--- src/rtl/i2c_scl_pkg.sv ---
package i2c_scl_pkg;
  localparam int unsigned LOW_EXTRA  = 7;
  localparam int unsigned HIGH_EXTRA = 5;

  typedef enum logic {
    PH_LOW  = 1'b0,
    PH_HIGH = 1'b1
  } scl_phase_e;
endpackage

--- src/rtl/scl_cfg_latch.sv ---
module scl_cfg_latch
  import i2c_scl_pkg::*;
#(
  parameter int unsigned REG_W   = 16,
  parameter int unsigned FIELD_W = 8,
  parameter int unsigned CNT_W   = FIELD_W + 1
) (
  input  logic               clk_i,
  input  logic               rst_ni,
  input  logic               load_i,
  input  logic [FIELD_W-1:0] psc_i,
  input  logic [REG_W-1:0]   low_i,
  input  logic [REG_W-1:0]   high_i,
  output logic [FIELD_W-1:0] psc_o,
  output logic [CNT_W-1:0]   low_len_o,
  output logic [CNT_W-1:0]   high_len_o
);
  logic [FIELD_W-1:0] psc_q;
  logic [CNT_W-1:0]   low_len_q, high_len_q;

  // upper register bits carry no timing meaning here
  logic unused_upper;
  assign unused_upper = ^{low_i[REG_W-1:FIELD_W], high_i[REG_W-1:FIELD_W]};

  always_ff @(posedge clk_i or negedge rst_ni) begin
    if (!rst_ni) begin
      psc_q      <= '0;
      low_len_q  <= CNT_W'(LOW_EXTRA);
      high_len_q <= CNT_W'(HIGH_EXTRA);
    end else if (load_i) begin
      psc_q      <= psc_i;
      low_len_q  <= CNT_W'(low_i[FIELD_W-1:0]) + CNT_W'(LOW_EXTRA);
      high_len_q <= CNT_W'(high_i[FIELD_W-1:0]) + CNT_W'(HIGH_EXTRA);
    end
  end

  assign psc_o      = psc_q;
  assign low_len_o  = low_len_q;
  assign high_len_o = high_len_q;

  assert_len_floor_R3: assert property (@(posedge clk_i) disable iff (!rst_ni)
    (low_len_o >= CNT_W'(LOW_EXTRA)) && (high_len_o >= CNT_W'(HIGH_EXTRA)));
endmodule

--- src/rtl/scl_prescaler.sv ---
module scl_prescaler #(
  parameter int unsigned FIELD_W = 8
) (
  input  logic               clk_i,
  input  logic               rst_ni,
  input  logic               run_i,
  input  logic [FIELD_W-1:0] psc_i,
  output logic               tick_o
);
  logic [FIELD_W-1:0] pc_q;

  assign tick_o = run_i && (pc_q == psc_i);

  always_ff @(posedge clk_i or negedge rst_ni) begin
    if (!rst_ni)                pc_q <= '0;
    else if (!run_i || tick_o)  pc_q <= '0;
    else                        pc_q <= pc_q + 1'b1;
  end

  // settings only change when the count has just restarted
  assert_pc_in_range_R7: assert property (@(posedge clk_i) disable iff (!rst_ni)
    run_i |-> (pc_q <= psc_i));

  assert_idle_clear_R1: assert property (@(posedge clk_i) disable iff (!rst_ni)
    !run_i |=> (pc_q == '0));
endmodule

--- src/rtl/scl_phase_timer.sv ---
module scl_phase_timer
  import i2c_scl_pkg::*;
#(
  parameter int unsigned CNT_W = 9
) (
  input  logic             clk_i,
  input  logic             rst_ni,
  input  logic             en_i,
  input  logic             tick_i,
  input  logic [CNT_W-1:0] low_len_i,
  input  logic [CNT_W-1:0] high_len_i,
  output logic             run_o,
  output logic             load_o,
  output logic             scl_o,
  output logic             rise_o,
  output logic             fall_o,
  output logic             sample_o,
  output logic             change_o
);
  scl_phase_e       phase_q;
  logic             run_q, scl_q;
  logic             rise_q, fall_q, sample_q, change_q;
  logic [CNT_W-1:0] cnt_q, cnt_nxt, cur_len;
  logic             start, last;

  assign cur_len = (phase_q == PH_HIGH) ? high_len_i : low_len_i;
  assign cnt_nxt = cnt_q + 1'b1;
  assign start   = en_i && !run_q;
  assign last    = tick_i && (cnt_q == cur_len - CNT_W'(1));
  assign load_o  = start || (last && phase_q == PH_HIGH);

  always_ff @(posedge clk_i or negedge rst_ni) begin
    if (!rst_ni) begin
      run_q <= 1'b0; phase_q <= PH_LOW; cnt_q <= '0; scl_q <= 1'b1;
      rise_q <= 1'b0; fall_q <= 1'b0; sample_q <= 1'b0; change_q <= 1'b0;
    end else if (!en_i) begin
      run_q <= 1'b0; phase_q <= PH_LOW; cnt_q <= '0; scl_q <= 1'b1;
      rise_q <= 1'b0; fall_q <= 1'b0; sample_q <= 1'b0; change_q <= 1'b0;
    end else begin
      rise_q <= 1'b0; fall_q <= 1'b0; sample_q <= 1'b0; change_q <= 1'b0;
      if (start) begin
        run_q   <= 1'b1;
        phase_q <= PH_LOW;
        cnt_q   <= '0;
        scl_q   <= 1'b0;
        fall_q  <= 1'b1;
      end else if (tick_i) begin
        if (last) begin
          cnt_q <= '0;
          if (phase_q == PH_LOW) begin
            phase_q <= PH_HIGH; scl_q <= 1'b1; rise_q <= 1'b1;
          end else begin
            phase_q <= PH_LOW;  scl_q <= 1'b0; fall_q <= 1'b1;
          end
        end else begin
          cnt_q <= cnt_nxt;
          if (phase_q == PH_HIGH && cnt_nxt == (high_len_i >> 1)) sample_q <= 1'b1;
          if (phase_q == PH_LOW  && cnt_nxt == (low_len_i  >> 1)) change_q <= 1'b1;
        end
      end
    end
  end

  assign run_o    = run_q;
  assign scl_o    = scl_q;
  assign rise_o   = rise_q;
  assign fall_o   = fall_q;
  assign sample_o = sample_q;
  assign change_o = change_q;

  assert_cnt_below_len_R7: assert property (@(posedge clk_i) disable iff (!rst_ni)
    run_q |-> (cnt_q < cur_len));

  assert_release_R1: assert property (@(posedge clk_i) disable iff (!rst_ni)
    !en_i |=> (scl_o && !rise_o && !fall_o && !sample_o && !change_o));

  assert_rise_edge_R8: assert property (@(posedge clk_i) disable iff (!rst_ni)
    rise_o |-> (scl_o && !$past(scl_o)));

  assert_fall_edge_R8: assert property (@(posedge clk_i) disable iff (!rst_ni)
    fall_o |-> (!scl_o && $past(scl_o)));

  assert_strobe_excl_R8: assert property (@(posedge clk_i) disable iff (!rst_ni)
    $onehot0({rise_o, fall_o, sample_o, change_o}));

  assert_sample_high_R9: assert property (@(posedge clk_i) disable iff (!rst_ni)
    sample_o |-> scl_o);

  assert_change_low_R10: assert property (@(posedge clk_i) disable iff (!rst_ni)
    change_o |-> !scl_o);
endmodule

--- src/rtl/i2c_scl_gen.sv ---
module i2c_scl_gen #(
  parameter int unsigned REG_W   = 16,
  parameter int unsigned FIELD_W = 8
) (
  input  logic               clk_i,
  input  logic               rst_ni,
  input  logic               en_i,
  input  logic [FIELD_W-1:0] psc_i,
  input  logic [REG_W-1:0]   low_cnt_i,
  input  logic [REG_W-1:0]   high_cnt_i,
  output logic               scl_o,
  output logic               rise_o,
  output logic               fall_o,
  output logic               sample_o,
  output logic               change_o
);
  localparam int unsigned CNT_W = FIELD_W + 1;

  logic               run, load, tick;
  logic [FIELD_W-1:0] psc_l;
  logic [CNT_W-1:0]   low_len, high_len;

  scl_cfg_latch #(.REG_W(REG_W), .FIELD_W(FIELD_W), .CNT_W(CNT_W)) u_cfg (
    .clk_i      (clk_i),
    .rst_ni     (rst_ni),
    .load_i     (load),
    .psc_i      (psc_i),
    .low_i      (low_cnt_i),
    .high_i     (high_cnt_i),
    .psc_o      (psc_l),
    .low_len_o  (low_len),
    .high_len_o (high_len)
  );

  scl_prescaler #(.FIELD_W(FIELD_W)) u_psc (
    .clk_i  (clk_i),
    .rst_ni (rst_ni),
    .run_i  (run),
    .psc_i  (psc_l),
    .tick_o (tick)
  );

  scl_phase_timer #(.CNT_W(CNT_W)) u_phase (
    .clk_i      (clk_i),
    .rst_ni     (rst_ni),
    .en_i       (en_i),
    .tick_i     (tick),
    .low_len_i  (low_len),
    .high_len_i (high_len),
    .run_o      (run),
    .load_o     (load),
    .scl_o      (scl_o),
    .rise_o     (rise_o),
    .fall_o     (fall_o),
    .sample_o   (sample_o),
    .change_o   (change_o)
  );

  assert_start_low_R2: assert property (@(posedge clk_i) disable iff (!rst_ni)
    (en_i && !run) |=> (fall_o && !scl_o));
endmodule

--- config.mk ---
export PLATFORM = sky130hd
export DESIGN_NAME = i2c_scl_gen
export DESIGN_NICKNAME = d
export VERILOG_FILES = /design/src/rtl/i2c_scl_pkg.sv /design/src/rtl/scl_cfg_latch.sv /design/src/rtl/scl_prescaler.sv /design/src/rtl/scl_phase_timer.sv /design/src/rtl/i2c_scl_gen.sv
export SDC_FILE = /design/constraint.sdc
export NUM_CORES = 1
export LEC_CHECK = 0
export BUFFER_PORTS_ARGS = -buffer_cell sky130_fd_sc_hd__buf_2
export CORE_AREA = 2 2 79 81
export DETAILED_ROUTE_END_ITERATION = 16
export DIE_AREA = 0 0 81 83
export PLACE_DENSITY = 0.75
export SETUP_SLACK_MARGIN = 0.5
export SYNTH_ARGS = -nofsm -noshare
export SYNTH_HDL_FRONTEND = slang
export SYNTH_SLANG_ARGS = --single-unit
--- constraint.sdc ---
create_clock -name clk_i -period 3.05 [get_ports clk_i]
set_input_delay 0.61 -clock clk_i [delete_from_list [all_inputs] [get_ports clk_i]]
set_output_delay 0.61 -clock clk_i [all_outputs]
set_load 0.1 [all_outputs]
==> metrics.csv <==
stage;metric;value;unit
route;DR pass1 iterations;4;
power_and_ir_drop;PD cells;443;nW/um^2
floorplanning;I/O pins;48;
grt;antenna violations before repair;0;
route;Vias;2479;
sta;Slew Limit Fails;0;
floorplanning;num rows;28;
clock_network;CTS max path bufs;2;
worst_setup_path;Setup Crit Path Kind;flip-flop to flip-flop;
sta;# setup viols final;0;
sta;worst-margin pin slew;1100;ps
synthesis;post-synthesis net count;362;
grt;number of global-route vias before repair;2577;
sta;period utilization;0.878;
synthesis;mapped cell area;3290;sq um
floorplanning;die area;6720;sq um
sta;fin crit period;2680;ps
synthesis;Synth Register Bits;50;
synthesis;prevailing post-synth register cell;dfrtp_1;
synthesis;Synth top area share;0.335;
power_and_ir_drop;Pleak;1.75;nW
synthesis;Post-synth top cells;44 x dfrtp_1, 34 x xor2_1, 32 x xnor2_1, 23 x nand2_1, 20 x nor2_1;
worst_setup_path;critical path required time;3240;ps
placed_design;Port Buf Inserts;31;
status;status;complete, no violations;
finish;Antenna diodes;0;
clock_network;CTS clk-pin slew, worst paths;110;ps
finish;share of layout cells above drive strength 1;0.374;
synthesis;Unique masters post-synth;52;
floorplanning;DIE WIDTH;81;um
clock_network;root buf cell;clkbuf_8;
sta;Slew HR;0.267;
finish;Synth-to-Final Area Change;24.2;%
grt;GRT Total Usage;0.249;
worst_setup_path;worst-path fanout max;7;
hold_path;Hold Crit Class;primary input to flip-flop;
worst_setup_path;worst path arrival time;2870;ps
synthesis;largest cells by area after synthesis;dfrtp_1 33%, xor2_1 9.1%, xnor2_1 8.5%;
clock_network;Sink Count;50;
sta;setup_tns;0;ps
placed_design;dpl cells;407;
floorplanning;Die Height;83;um
route;DR WL/cell;18.2;um
route;Routed Antenna Nets;0;
route;DRC errors left;0;
worst_setup_path;startpoint types;flip-flop;
placed_design;Detailed Place HPWL;4800;um
power_and_ir_drop;total power;1.81;mW
synthesis;largest area contributor in the netlist;dfrtp_1;
synthesis;Syn Area/Cell;10.5;sq um
route;initial detailed-routing violation count;174;
finish;Filler Cells Inserted;433;
synthesis;sequential area share after synthesis;0.383;
floorplanning;Starting Density;0.565;
sta;RSZ-0062 raised after global routing;yes;
clock_network;CTS tree;done;
grt;GR Overflow Total;0;
finish;Cell Count, Final, Fillers Out;431;
synthesis;yosys warns;0;
placed_design;GPL Wtd Cong;0.841;
clock_network;Clock Latency Late Sink;320;ps
route;WL final;7840;um
clock_network;H-tree Lvls;2;
finish;Nets;403;
run;MaxCap Viol Count;0;
synthesis;Post-Syn Instances;314;
synthesis;Post-synth EDFFs;0;
floorplanning;Core Area;5820;sq um
synthesis;most frequent cell after synthesis;dfrtp_1;
worst_setup_path;CP endpoint kind;flip-flop;
clock_network;total CTS buffers;5;
sta;Fin. Hold Viols;0;
power_and_ir_drop;VDD IR max;318;uV
sta;Setup Skew;16.3;ps
route;vias per cell;5.75;
grt;largest net degree at the start of global routing;49;
synthesis;Synth async-reset ratio;1.00;
grt;global-route wire length before repair;12900;um
clock_network;Hold-fix buffers, CTS;0;
sta;Max Clk Rate;374;MHz
metrics by stage:
stage / setup WS, ps / instance area [sq um] / util / hold WS [ps]
2_1_floorplan: 277 / 3300 / - / 314
3_3_place_gp: 292 / 3470 / 0.596 / 470
3_5_place_dp: 268 / 3470 / 0.596 / 474
4_1_cts: 423 / 3920 / 0.673 / 458
5_1_grt: 311 / 4080 / 0.702 / 455
6_report: 373 / 4080 / 0.702 / 454
per-layer routing:
metal  routed length (um)  vias to the layer above  part of all wire  global-route usage
li1                     -                     1178                 -                   -
met1                 3300                     1191              0.42               0.328
met2                 3860                       88              0.49               0.420
met3                  384                       22             0.049              0.0283
met4                  302                        0             0.039              0.0832
met5                    0                        -                 0                   0
state kept, by name (all words and copies together) (netlist names):
name              cells
u_phase.phase_q       1
u_cfg.psc_o           8
u_cfg.high_len_o      9
u_phase.change_o      1
u_phase.sample_o      1
u_phase.cnt_q         9
u_cfg.low_len_o       9
u_phase.scl_o         1
u_phase.rise_o        1
u_psc.pc_q            8
u_phase.fall_o        1
u_phase.run_o         1
power by group:
group	total, mW	switching [mW]	internal, mW
Combinational	0.482	0.225	0.258
Sequential	0.847	0.111	0.735
Clock	0.482	0.235	0.246
Total	1.81	0.572	1.24
logic make-up (layout without fill, tap and decap cells):
family,after synthesis,in the layout,synth area share
adders and majority gates,5,5,0.0190
DFF,50,50,0.383
AOI/OAI and AO/OA,26,26,0.0594
buffers and inverters,27,69,0.0491
xor gates and xnor gates,66,66,0.176
and+or+nand+nor,104,104,0.171
muxes,36,36,0.143
path summary, 6_finish.rpt:
kind                                                    to  slack [ps]                             from  cells past startpoint
max in group asynchronous   u_cfg.low_len_o[2]$_DFFE_PN1P_        1780                           rst_ni                      2
max reg2reg                u_cfg.high_len_o[4]$_DFFE_PN0P_         370   u_cfg.low_len_o[0]$_DFFE_PN1P_                     10
min reg2reg                u_cfg.high_len_o[0]$_DFFE_PN1P_         520  u_cfg.high_len_o[0]$_DFFE_PN1P_                      2
max                        u_cfg.high_len_o[4]$_DFFE_PN0P_         370   u_cfg.low_len_o[0]$_DFFE_PN1P_                     10
min in group asynchronous       u_phase.sample_o$_DFF_PN0_         490                           rst_ni                      1
min                              u_phase.run_o$_DFFE_PN0P_         450                             en_i                      1
cells in the final DEF, fill, tap and decap left out, drive strengths merged, types with 9 or more instances in the layout:
cell / count
xnor2: 32
mux2: 24
nor2: 21
nand3: 17
dfrtp: 44
buf: 52
nand2: 23
xor2: 34
inv: 9
nor3: 13
mux2i: 12
worst max-delay path, stage by stage, from the launching register on:
cell and delay, ps:
dfstp_2 410, buf_4 150, nor3_1 370, a22oi_2 250, and3_1 240, nor3_4 210
inv_2 80, a41o_1 270, buf_6 150, buf_12 140, mux2_4 290
layout make-up:
cell class / count / area (sq um) / area share
clock buffer: 5 / 68.8 / 0.0169
multi-input combinational: 237 / 2150 / 0.526
inverter: 8 / 30.0 / 0.00736
sequential: 50 / 1260 / 0.309
clock inverter: 3 / 43.8 / 0.0107
timing repair buffer: 53 / 438 / 0.107
tap: 75 / 93.8 / 0.0230
timing repair:
item / CTS / global route
cloned: 3 / 0
setup endpoints to repair: 36 / 40
pin swaps: 14 / 19
gates resized for setup: 32 / 28
setup buffers: 10 / 3
(Power assumes the default switching activity.)
